$ cat src/rtl/sip_pkg.sv
package sip_pkg;
  localparam int unsigned N_INHIBIT = 3;
  localparam int unsigned IDX_CURR = 0;
  localparam int unsigned IDX_UNSTABLE = 1;
  localparam int unsigned IDX_MANUAL = 2;

  typedef logic [N_INHIBIT-1:0] inhibit_vec_t;

  function automatic logic any_inhibit(input inhibit_vec_t v);
    return |v;
  endfunction
endpackage

$ cat src/rtl/sip_inhibit_gate.sv
module sip_inhibit_gate
  import sip_pkg::*;
(
  input  logic         clk,
  input  logic         rst,
  input  inhibit_vec_t cond_i,
  output logic         inhibit_o,
  output logic         inhibit_lamp_o
);
  assign inhibit_o = any_inhibit(cond_i);

  always_ff @(posedge clk) begin
    if (rst) inhibit_lamp_o <= 1'b0;
    else     inhibit_lamp_o <= inhibit_o;
  end
endmodule

$ cat src/rtl/sip_lamp_timer.sv
module sip_lamp_timer #(
  parameter int unsigned LAMP_SECS = 2,
  localparam int unsigned CW = $clog2(LAMP_SECS + 1)
) (
  input  logic clk,
  input  logic rst,
  input  logic trig_i,
  input  logic tick_i,
  output logic lamp_o
);
  logic [CW-1:0] remain_q;

  always_ff @(posedge clk) begin
    if (rst) begin
      remain_q <= '0;
      lamp_o   <= 1'b0;
    end else if (trig_i) begin
      remain_q <= CW'(LAMP_SECS);
      lamp_o   <= 1'b1;
    end else if (tick_i && remain_q != '0) begin
      remain_q <= remain_q - 1'b1;
      if (remain_q == CW'(1)) lamp_o <= 1'b0;
    end
  end
endmodule

$ cat src/rtl/sip_rise_detect.sv
module sip_rise_detect (
  input  logic clk,
  input  logic rst,
  input  logic level_i,
  output logic rise_o
);
  logic prev_q;

  always_ff @(posedge clk) begin
    if (rst) prev_q <= 1'b0;
    else     prev_q <= level_i;
  end

  assign rise_o = level_i & ~prev_q;
endmodule

$ cat src/rtl/sip_plot_strobe.sv
module sip_plot_strobe (
  input  logic clk,
  input  logic rst,
  input  logic surge_i,
  input  logic inhibit_i,
  input  logic insert_i,
  output logic wr_o
);
  logic want_wr;
  assign want_wr = (surge_i & ~inhibit_i) | insert_i;

  always_ff @(posedge clk) begin
    if (rst) wr_o <= 1'b0;
    else     wr_o <= want_wr;
  end
endmodule

$ cat src/rtl/surge_plot_ctrl.sv
module surge_plot_ctrl
  import sip_pkg::*;
#(
  parameter int unsigned LAMP_SECS = 2
) (
  input  logic clk,
  input  logic rst,
  input  logic surge_det_i,
  input  logic insert_btn_i,
  input  logic curr_limit_i,
  input  logic temp_unstable_i,
  input  logic manual_speed_i,
  input  logic sec_tick_i,
  output logic surge_lamp_o,
  output logic inhibit_lamp_o,
  output logic plot_wr_o
);
  inhibit_vec_t cond;
  logic         inhibit;
  logic         insert_rise;

  always_comb begin
    cond               = '0;
    cond[IDX_CURR]     = curr_limit_i;
    cond[IDX_UNSTABLE] = temp_unstable_i;
    cond[IDX_MANUAL]   = manual_speed_i;
  end

  sip_inhibit_gate u_gate (
    .clk            (clk),
    .rst            (rst),
    .cond_i         (cond),
    .inhibit_o      (inhibit),
    .inhibit_lamp_o (inhibit_lamp_o)
  );

  sip_lamp_timer #(.LAMP_SECS(LAMP_SECS)) u_lamp (
    .clk    (clk),
    .rst    (rst),
    .trig_i (surge_det_i),
    .tick_i (sec_tick_i),
    .lamp_o (surge_lamp_o)
  );

  sip_rise_detect u_btn (
    .clk     (clk),
    .rst     (rst),
    .level_i (insert_btn_i),
    .rise_o  (insert_rise)
  );

  sip_plot_strobe u_wr (
    .clk       (clk),
    .rst       (rst),
    .surge_i   (surge_det_i),
    .inhibit_i (inhibit),
    .insert_i  (insert_rise),
    .wr_o      (plot_wr_o)
  );
endmodule

$ cat config.mk
export PLATFORM = sky130hd
export DESIGN_NAME = surge_plot_ctrl
export DESIGN_NICKNAME = d
export VERILOG_FILES = /design/src/rtl/sip_pkg.sv /design/src/rtl/sip_inhibit_gate.sv /design/src/rtl/sip_lamp_timer.sv /design/src/rtl/sip_rise_detect.sv /design/src/rtl/sip_plot_strobe.sv /design/src/rtl/surge_plot_ctrl.sv
export SDC_FILE = /design/constraint.sdc
export NUM_CORES = 1
export LEC_CHECK = 0
export BUFFER_PORTS_ARGS = -buffer_cell sky130_fd_sc_hd__buf_2
export CAP_MARGIN = 20
export CORE_AREA = 5 5 42 44
export CTS_CLUSTER_SIZE = 14
export DETAILED_ROUTE_END_ITERATION = 10
export DIE_AREA = 0 0 47 49
export GPL_TIMING_DRIVEN = 1
export PLACE_DENSITY_LB_ADDON = 0.08
export SLEW_MARGIN = 25
export SYNTH_ARGS = -nofsm -noshare
export SYNTH_HDL_FRONTEND = slang
export SYNTH_SLANG_ARGS = --single-unit
$ cat constraint.sdc
create_clock -name clk -period 3 [get_ports clk]
set_input_delay 0.15 -clock clk [delete_from_list [all_inputs] [get_ports clk]]
set_output_delay 0.15 -clock clk [all_outputs]
set_load 0.02 [all_outputs]
* After elaboration in Yosys (flattened, before gate mapping)
Cells that the tools add are included.
** Word-level totals
- Register bits after elaboration :: 6
- Input port bits :: 8
- Output and inout bits :: 3
- Word-level logic and storage cells :: 25
** Cells by class
- Add/subtract/negate cells :: 1
- Equal/unequal tests :: 1
- Muxes and demuxes :: 5
- Bitwise operators :: 5
- Reductions and logical operators :: 7
** Operators by type and width (count)
- 2-bit nonzero test :: 3
- 2-bit 2-to-1 mux :: 2
- 1-bit 2-to-1 mux :: 3
- 3-bit OR reduction :: 1
- 1-bit AND :: 2
- 2-bit by 1-bit equality test with 1-bit output (second input constant) :: 1
- 1-bit inverter :: 2
- 2-bit AND reduction :: 1
- 2-bit OR reduction :: 1
- 2-bit by 1-bit subtractor with 2-bit output (second input constant) :: 1
- 1-bit logical AND :: 1
- 1-bit bitwise OR :: 1

* Longest topological paths before layout
Gate-level depths: netlist of the first run.
- Depth in word-level cells :: 4
- Gate-level depth with buffers :: 5
- Gate-level depth less buffers :: 5

* By module
A second synthesis of the first run with hierarchy kept.
** Second synthesis, totals
- Cells, all modules :: 26
- Area total of the unflattened synthesis :: 286.5 um^2
** Modules (own cells, without submodules)
- sip_lamp_timer :: instances 1, cells an instance 16, area an instance 155.1 um^2, sequential area each 60.1 um^2
- sip_rise_detect :: instances 1, cells an instance 3, area an instance 47.5 um^2, sequential area each 20.0 um^2
- sip_inhibit_gate :: instances 1, cells an instance 3, area an instance 45.0 um^2, sequential area each 20.0 um^2
- sip_plot_strobe :: instances 1, cells an instance 4, area an instance 38.8 um^2, sequential area each 20.0 um^2

* Worst setup path after synthesis of the first run
Ideal clock, no wire load.
- Kind :: register to register
- From :: reg u_lamp.remain_q[0]
- To :: reg u_lamp.remain_q[1]
- Setup time :: 121 ps
- Arrival :: 944 ps
- Data required time :: 2879 ps
- Path slack :: 1935 ps
- Stages on the path, launching flop included :: 6
- Clock period less this slack :: 1065 ps
- Cell sequence :: dfxtp_1 inv_1 ha_1 nand2b_4 nor3b_2 a211oi_2
** On the way
- Cells in the longest elaborated chain, start to end :: 3
** Ends and longest elaborated chain
- start: declaration :: line sip_lamp_timer.sv:11 : logic [CW-1:0] remain_q;
- start signal: assignment :: line sip_lamp_timer.sv:18 : remain_q <= CW'(LAMP_SECS);
- start signal: assignment :: line sip_lamp_timer.sv:21 : remain_q <= remain_q - 1'b1;
- 2-bit by 1-bit subtractor with 2-bit output or 2-bit nonzero test (tied branches) :: line sip_lamp_timer.sv:21, sip_lamp_timer.sv:20
- 2-bit 2-to-1 mux or 1-bit logical AND (tied branches) :: line sip_lamp_timer.sv:20 : end else if (tick_i && remain_q != '0) begin
- 2-bit 2-to-1 mux or 2-bit nonzero test (tied branches)
Several ways; a longest one is shown, not always the timed one. The select of a mux whose other input is x is not followed.
A chain may end at the register's enable or synchronous reset.

* Worst setup path in the final report of the first run
Same ends and word-level chain as after synthesis.

==> metrics.txt, run 1 <==
outcome=finished clean; Ys Warns=0; Peak VDD IR=0.000167 V; Starting Density=18.8%; post-DP HPWL=401 um; max_slew headroom=84.3%; reg2reg start=u_lamp.remain_q[0]$_SDFFE_PP0P_; diodes inserted=0; DRT iter0 DRCs=7; leak pwr=0.160 nW; Switch Pwr=0.0470 mW; vias in the first global route=179; DR pass1 iterations=2; measured slew at the worst slew-check pin=234 ps; final setup violation count=0; pwr dens=539 nW/um^2; Detail Route Antenna Nets=0; Area Overhead vs Synth=35.2%; total track usage=5.07%; Overflow after GRT=0; PostCTS Resize Cnt=0; fin nets=50; Die Wd=47 um; crit start category=flip-flop; worst clock skew=0.128 ps; largest net degree at the start of global routing=7; Remaining DRCs=0; row count=14; clock slew at reported path FFs=50 ps; # fillers=158; Hold/Removal Path Class=in -> reg; Mapped Nets=35; Unique masters post-synth=14; clock buffer depth=2; initial antenna violation count=0; GPL Wtd Cong=0.580; setup slack, reg-to-reg=1890 ps; Worst Setup EP=u_lamp.remain_q[1]$_SDFFE_PP0P_; reg2reg end=u_lamp.remain_q[1]$_SDFFE_PP0P_; Syn Area/Cell=10.5 sq um; CTS tree=built; critical path type=reg -> reg; final core utilization=25.4%; unrepaired setup endpoints after global routing=false; clk_lat worst skew=240 ps; cells after synthesis=25; Seq pwr share=45.6%; total number of vias=200; flops & latches, synth=6; final clock period utilization by the worst path=37.1%; final hold violations=0; switch share=24.5%; power consumption=0.192 mW; IO buf count=10; Reg2Reg Depth=5; setup bufs post-CTS=0; overall die area=2300 sq um; Required @ worst endpoint=3130 ps; maximum clock rate=898 MHz; Core Area=1400 sq um; Final TNS setup=0 ps; CP startpoint=u_lamp.remain_q[0]$_SDFFE_PP0P_; CTS root buf=clkbuf_4; IO Pins=11; max_cap viols=0; combinational power share=15.0%; first-pass GRT wire length=772 um; worst hold stages=2; CTS Hold Buffers Added=0; Worst Path Max Fanout=3; routed length per instance=8.96 um; clock share of power=39.4%; CTS buffer count=3; Int Pwr=0.145 mW; WP data arrival=1240 ps; Via density=3.70; dpl ws=1880 ps; min Tclk post-route=1110 ps; Worst Setup Slack, final=1890 ps; crit end category=flip-flop; Seq/Total Area, Yosys=45.7%; Total Wirelength=484 um; CTS Sinks=6; layout cells sized above 1=47.4%; H-tree lvl count=1; Final Max Slew Viols=0; die height=49 um; Synth Cell Area=263 sq um
==> metrics by stage <==
| stage | cell area, sq um | hold WS [ps] | cells |
|---|---|---|---|
| after floorplan | 263 | 215 | 25 |
| after global placement | 333 | 375 | 51 |
| after detailed placement | 333 | 394 | 51 |
| after CTS | 355 | 135 | 54 |
| after global routing | 355 | 141 | 54 |
| final | 355 | 135 | 54 |
==> cell usage after synthesis (all sizes together) <==
cell type	instances	area, sq um
ha	2	25.0
a21oi	2	10.0
dfxtp	6	120
nor3b	1	12.5
nor2	4	17.5
a211oi	1	12.5
nor2b	2	12.5
nand2b	1	13.8
xnor2	1	8.76
inv	2	7.51
nor3	2	15.0
nand3b	1	7.51
==> cells in the final DEF, fill, tap and decap left out, types with 2 or more instances in the layout <==
cell type and count:
ha_1 2, buf_2 10, dfxtp_1 6, a21oi_1 2
nor2b_1 2, nor2_1 3, clkbuf_4 3, inv_1 2
==> logic make-up after synthesis <==
| kind of cell | after synthesis | synth area share (%) |
|---|---|---|
| and+or+nand+nor | 11 | 30.0 |
| DFF | 6 | 45.7 |
| AOI/OAI and AO/OA | 3 | 8.57 |
| buffers and inverters | 2 | 2.86 |
| adders and majority gates | 2 | 9.52 |
| xor gates and xnor gates | 1 | 3.33 |
==> how the worst min path moves through the flow <==
stage,from,to
after detailed placement,insert_btn_i,u_btn.prev_q$_SDFF_PP0_
after global placement,insert_btn_i,u_btn.prev_q$_SDFF_PP0_
after floorplan,rst,u_lamp.remain_q[1]$_SDFFE_PP0P_
final,insert_btn_i,u_btn.prev_q$_SDFF_PP0_
after global routing,insert_btn_i,u_btn.prev_q$_SDFF_PP0_
after CTS,insert_btn_i,u_btn.prev_q$_SDFF_PP0_
==> flip-flops by register name, indices dropped and copies added, names as in the netlist <==
signal,count
u_lamp.remain_q,2
u_btn.prev_q,1
u_gate.inhibit_lamp_o,1
u_lamp.lamp_o,1
u_wr.wr_o,1
==> layer usage <==
metal | vias up | global-route usage [%] | share of wire (%)
met3 | 0 | 3.69 | 9.5
met4 | 0 | 5.53 | 0
met1 | 85 | 6.37 | 46
met5 | - | 0 | 0
li1 | 109 | - | -
met2 | 6 | 4.75 | 45
==> area by class of cell <==
| type | instances | area (sq um) | share of cell area (%) |
|---|---|---|---|
| Timing Repair Buffer | 10 | 50.0 | 14.1 |
| Multi-Input combinational cell | 17 | 135 | 38.0 |
| Tap cell | 16 | 20.0 | 5.63 |
| Sequential cell | 6 | 120 | 33.8 |
| Clock buffer | 3 | 22.5 | 6.34 |
| Inverter | 2 | 7.51 | 2.11 |
==> worst max-delay path, stage by stage, from the launching register on <==
cell      delay [ps]
dfxtp_1          330
inv_1             60
ha_1             200
nand2b_4         160
nor3b_2          190
a211oi_2          60
==> power by group through the flow <==
stage                     Clock (mW)  Sequential (mW)  Combinational, mW
after floorplan                    0           0.0920             0.0142
after global placement             0           0.0886             0.0292
after detailed placement           0           0.0889             0.0293
after CTS                     0.0793           0.0874             0.0292
after global routing          0.0818           0.0880             0.0319
final                         0.0754           0.0873             0.0288
No activity file was read; power rests on OpenSTA's default activity.
==> inputs of run 2 (changes only) <==
clock period = 1.16 ns   (was 3 ns; I/O delays follow)
==> run 2 against run 1 <==
Power grew to 2.6 times the previous value. Clock power grew to 2.6 times the previous value. Die area did not move. Maximum frequency is 1.7% higher.
==> metrics.txt, run 2 (same netlist as run 1, synthesis figures left out) <==
most frequent cells in the layout=buf_2 (10), dfxtp_1 (4), nor2_1 (3), clkbuf_4 (3); Final TNS setup=0 ps; largest net degree at the start of global routing=7; initial antenna violation count=0; Biggest register=u_lamp.remain_q; IO Pins=11; Peak VDD IR=0.000548 V; Worst Path Max Fanout=3; unrepaired setup endpoints after global routing=false; clock slew at reported path FFs=50 ps; Final Instance Area=358 sq um; Final Max Slew Viols=0; fin nets=50; Via density=3.65; crit end category=flip-flop; Switch Pwr=0.122 mW; post-DP HPWL=392 um; CTS Sinks=6; critical-path cell list=inv_1, ha_1, nand2b_4, nor3b_2, a211oi_2; maximum clock rate=913 MHz; layout cells sized above 1=52.6%; CTS Hold Buffers Added=0; Detail Route Antenna Nets=0; Required @ worst endpoint=1290 ps; IO buf count=10; Seq pwr share=45.6%; measured slew at the worst slew-check pin=234 ps; CTS buffer count=3; Placement Cell Area=333 sq um; CP max stage delay=320 ps; Overflow after GRT=0; row count=14; WP data arrival=1220 ps; Die Wd=47 um; CP max stage cell=dfxtp_2; H-tree lvl count=1; clock share of power=39.2%; power consumption=0.497 mW; Area Overhead vs Synth=36.2%; final clock period utilization by the worst path=94.5%; Starting Density=18.8%; commonest non-fill, non-tap cell in the layout=buf_2; min Tclk post-route=1100 ps; Largest register FFs=2; final setup violation count=0; CTS root buf=clkbuf_4; combinational power share=15.3%; Remaining DRCs=0; total track usage=5.50%; first-pass GRT wire length=828 um; final hold violations=0; DRT iter0 DRCs=2; vias in the first global route=204; Int Pwr=0.375 mW; critical path type=reg -> reg; Hold/Removal Path Class=in -> reg; pwr dens=1390 nW/um^2; final core utilization=25.5%; dpl ws=38.9 ps; DR pass1 iterations=4; routed length per instance=9.11 um; clk_lat worst skew=240 ps; max_slew headroom=84.3%; crit start category=flip-flop; Worst Setup Slack, final=64.3 ps; clock buffer depth=2; Core Area=1400 sq um; outcome=finished clean; Total Wirelength=492 um; leak pwr=0.160 nW; overall die area=2300 sq um; CTS tree=built; die height=49 um; GPL Wtd Cong=0.590; diodes inserted=0; total number of vias=197; worst clock skew=3.24 ps; max_cap viols=0; switch share=24.5%
run 2: per-layer routing:
| layer | track usage, % | routed length (um) |
|---|---|---|
| met3 | 5.54 | 47 |
| met4 | 2.76 | 0 |
| met5 | 0 | 0 |
| met2 | 6.33 | 208 |
| met1 | 6.40 | 237 |
run 2: area by class of cell:
class / instances / area [sq um]
Inverter: 2 / 7.51
Tap cell: 16 / 20.0
Clock buffer: 3 / 22.5
Sequential cell: 6 / 123
Timing Repair Buffer: 10 / 50.0
Multi-Input combinational cell: 17 / 135
Fill cell: 160 / 1040
run 2: per-stage QoR:
step                cells  hold slack, ps
CTS                    54            32.9
finish                 54            41.6
floorplan              25             123
global route           54            52.9
global placement       51             283
detailed placement     51             290
run 2: what timing repair did:
item,4_1_cts,5_1_grt
setup endpoints to repair,0,1
gates resized for setup,0,2
buffers inserted,0,0
run 2: path summary, 6_finish.rpt:
kind                              startpoint                         endpoint  slack (ps)  cells past startpoint
max          u_lamp.remain_q[0]$_SDFFE_PP0P_  u_lamp.remain_q[1]$_SDFFE_PP0P_          60                      5
min                             insert_btn_i          u_btn.prev_q$_SDFF_PP0_          40                      2
max reg2reg  u_lamp.remain_q[0]$_SDFFE_PP0P_  u_lamp.remain_q[1]$_SDFFE_PP0P_          60                      5
min reg2reg       u_lamp.lamp_o$_SDFFE_PP0P_       u_lamp.lamp_o$_SDFFE_PP0P_         490                      2
run 2: worst max-delay path: cells and delay by family (launching register included):
kind,cells,cell delay (ps)
adder cells (fa/ha/maj),1,200
AND/OR/NAND/NOR,2,340
AO/OA/AOI/OAI,1,60
flip-flops,1,320
buffers and inverters,1,60
run 2: power groups by stage:
stage / Sequential (mW) / Clock [mW] / Combinational (mW)
final: 0.226 / 0.195 / 0.0758
after global routing: 0.227 / 0.225 / 0.0841
after global placement: 0.229 / 0 / 0.0749
after floorplan: 0.238 / 0 / 0.0369
after detailed placement: 0.229 / 0 / 0.0767
after CTS: 0.225 / 0.207 / 0.0772
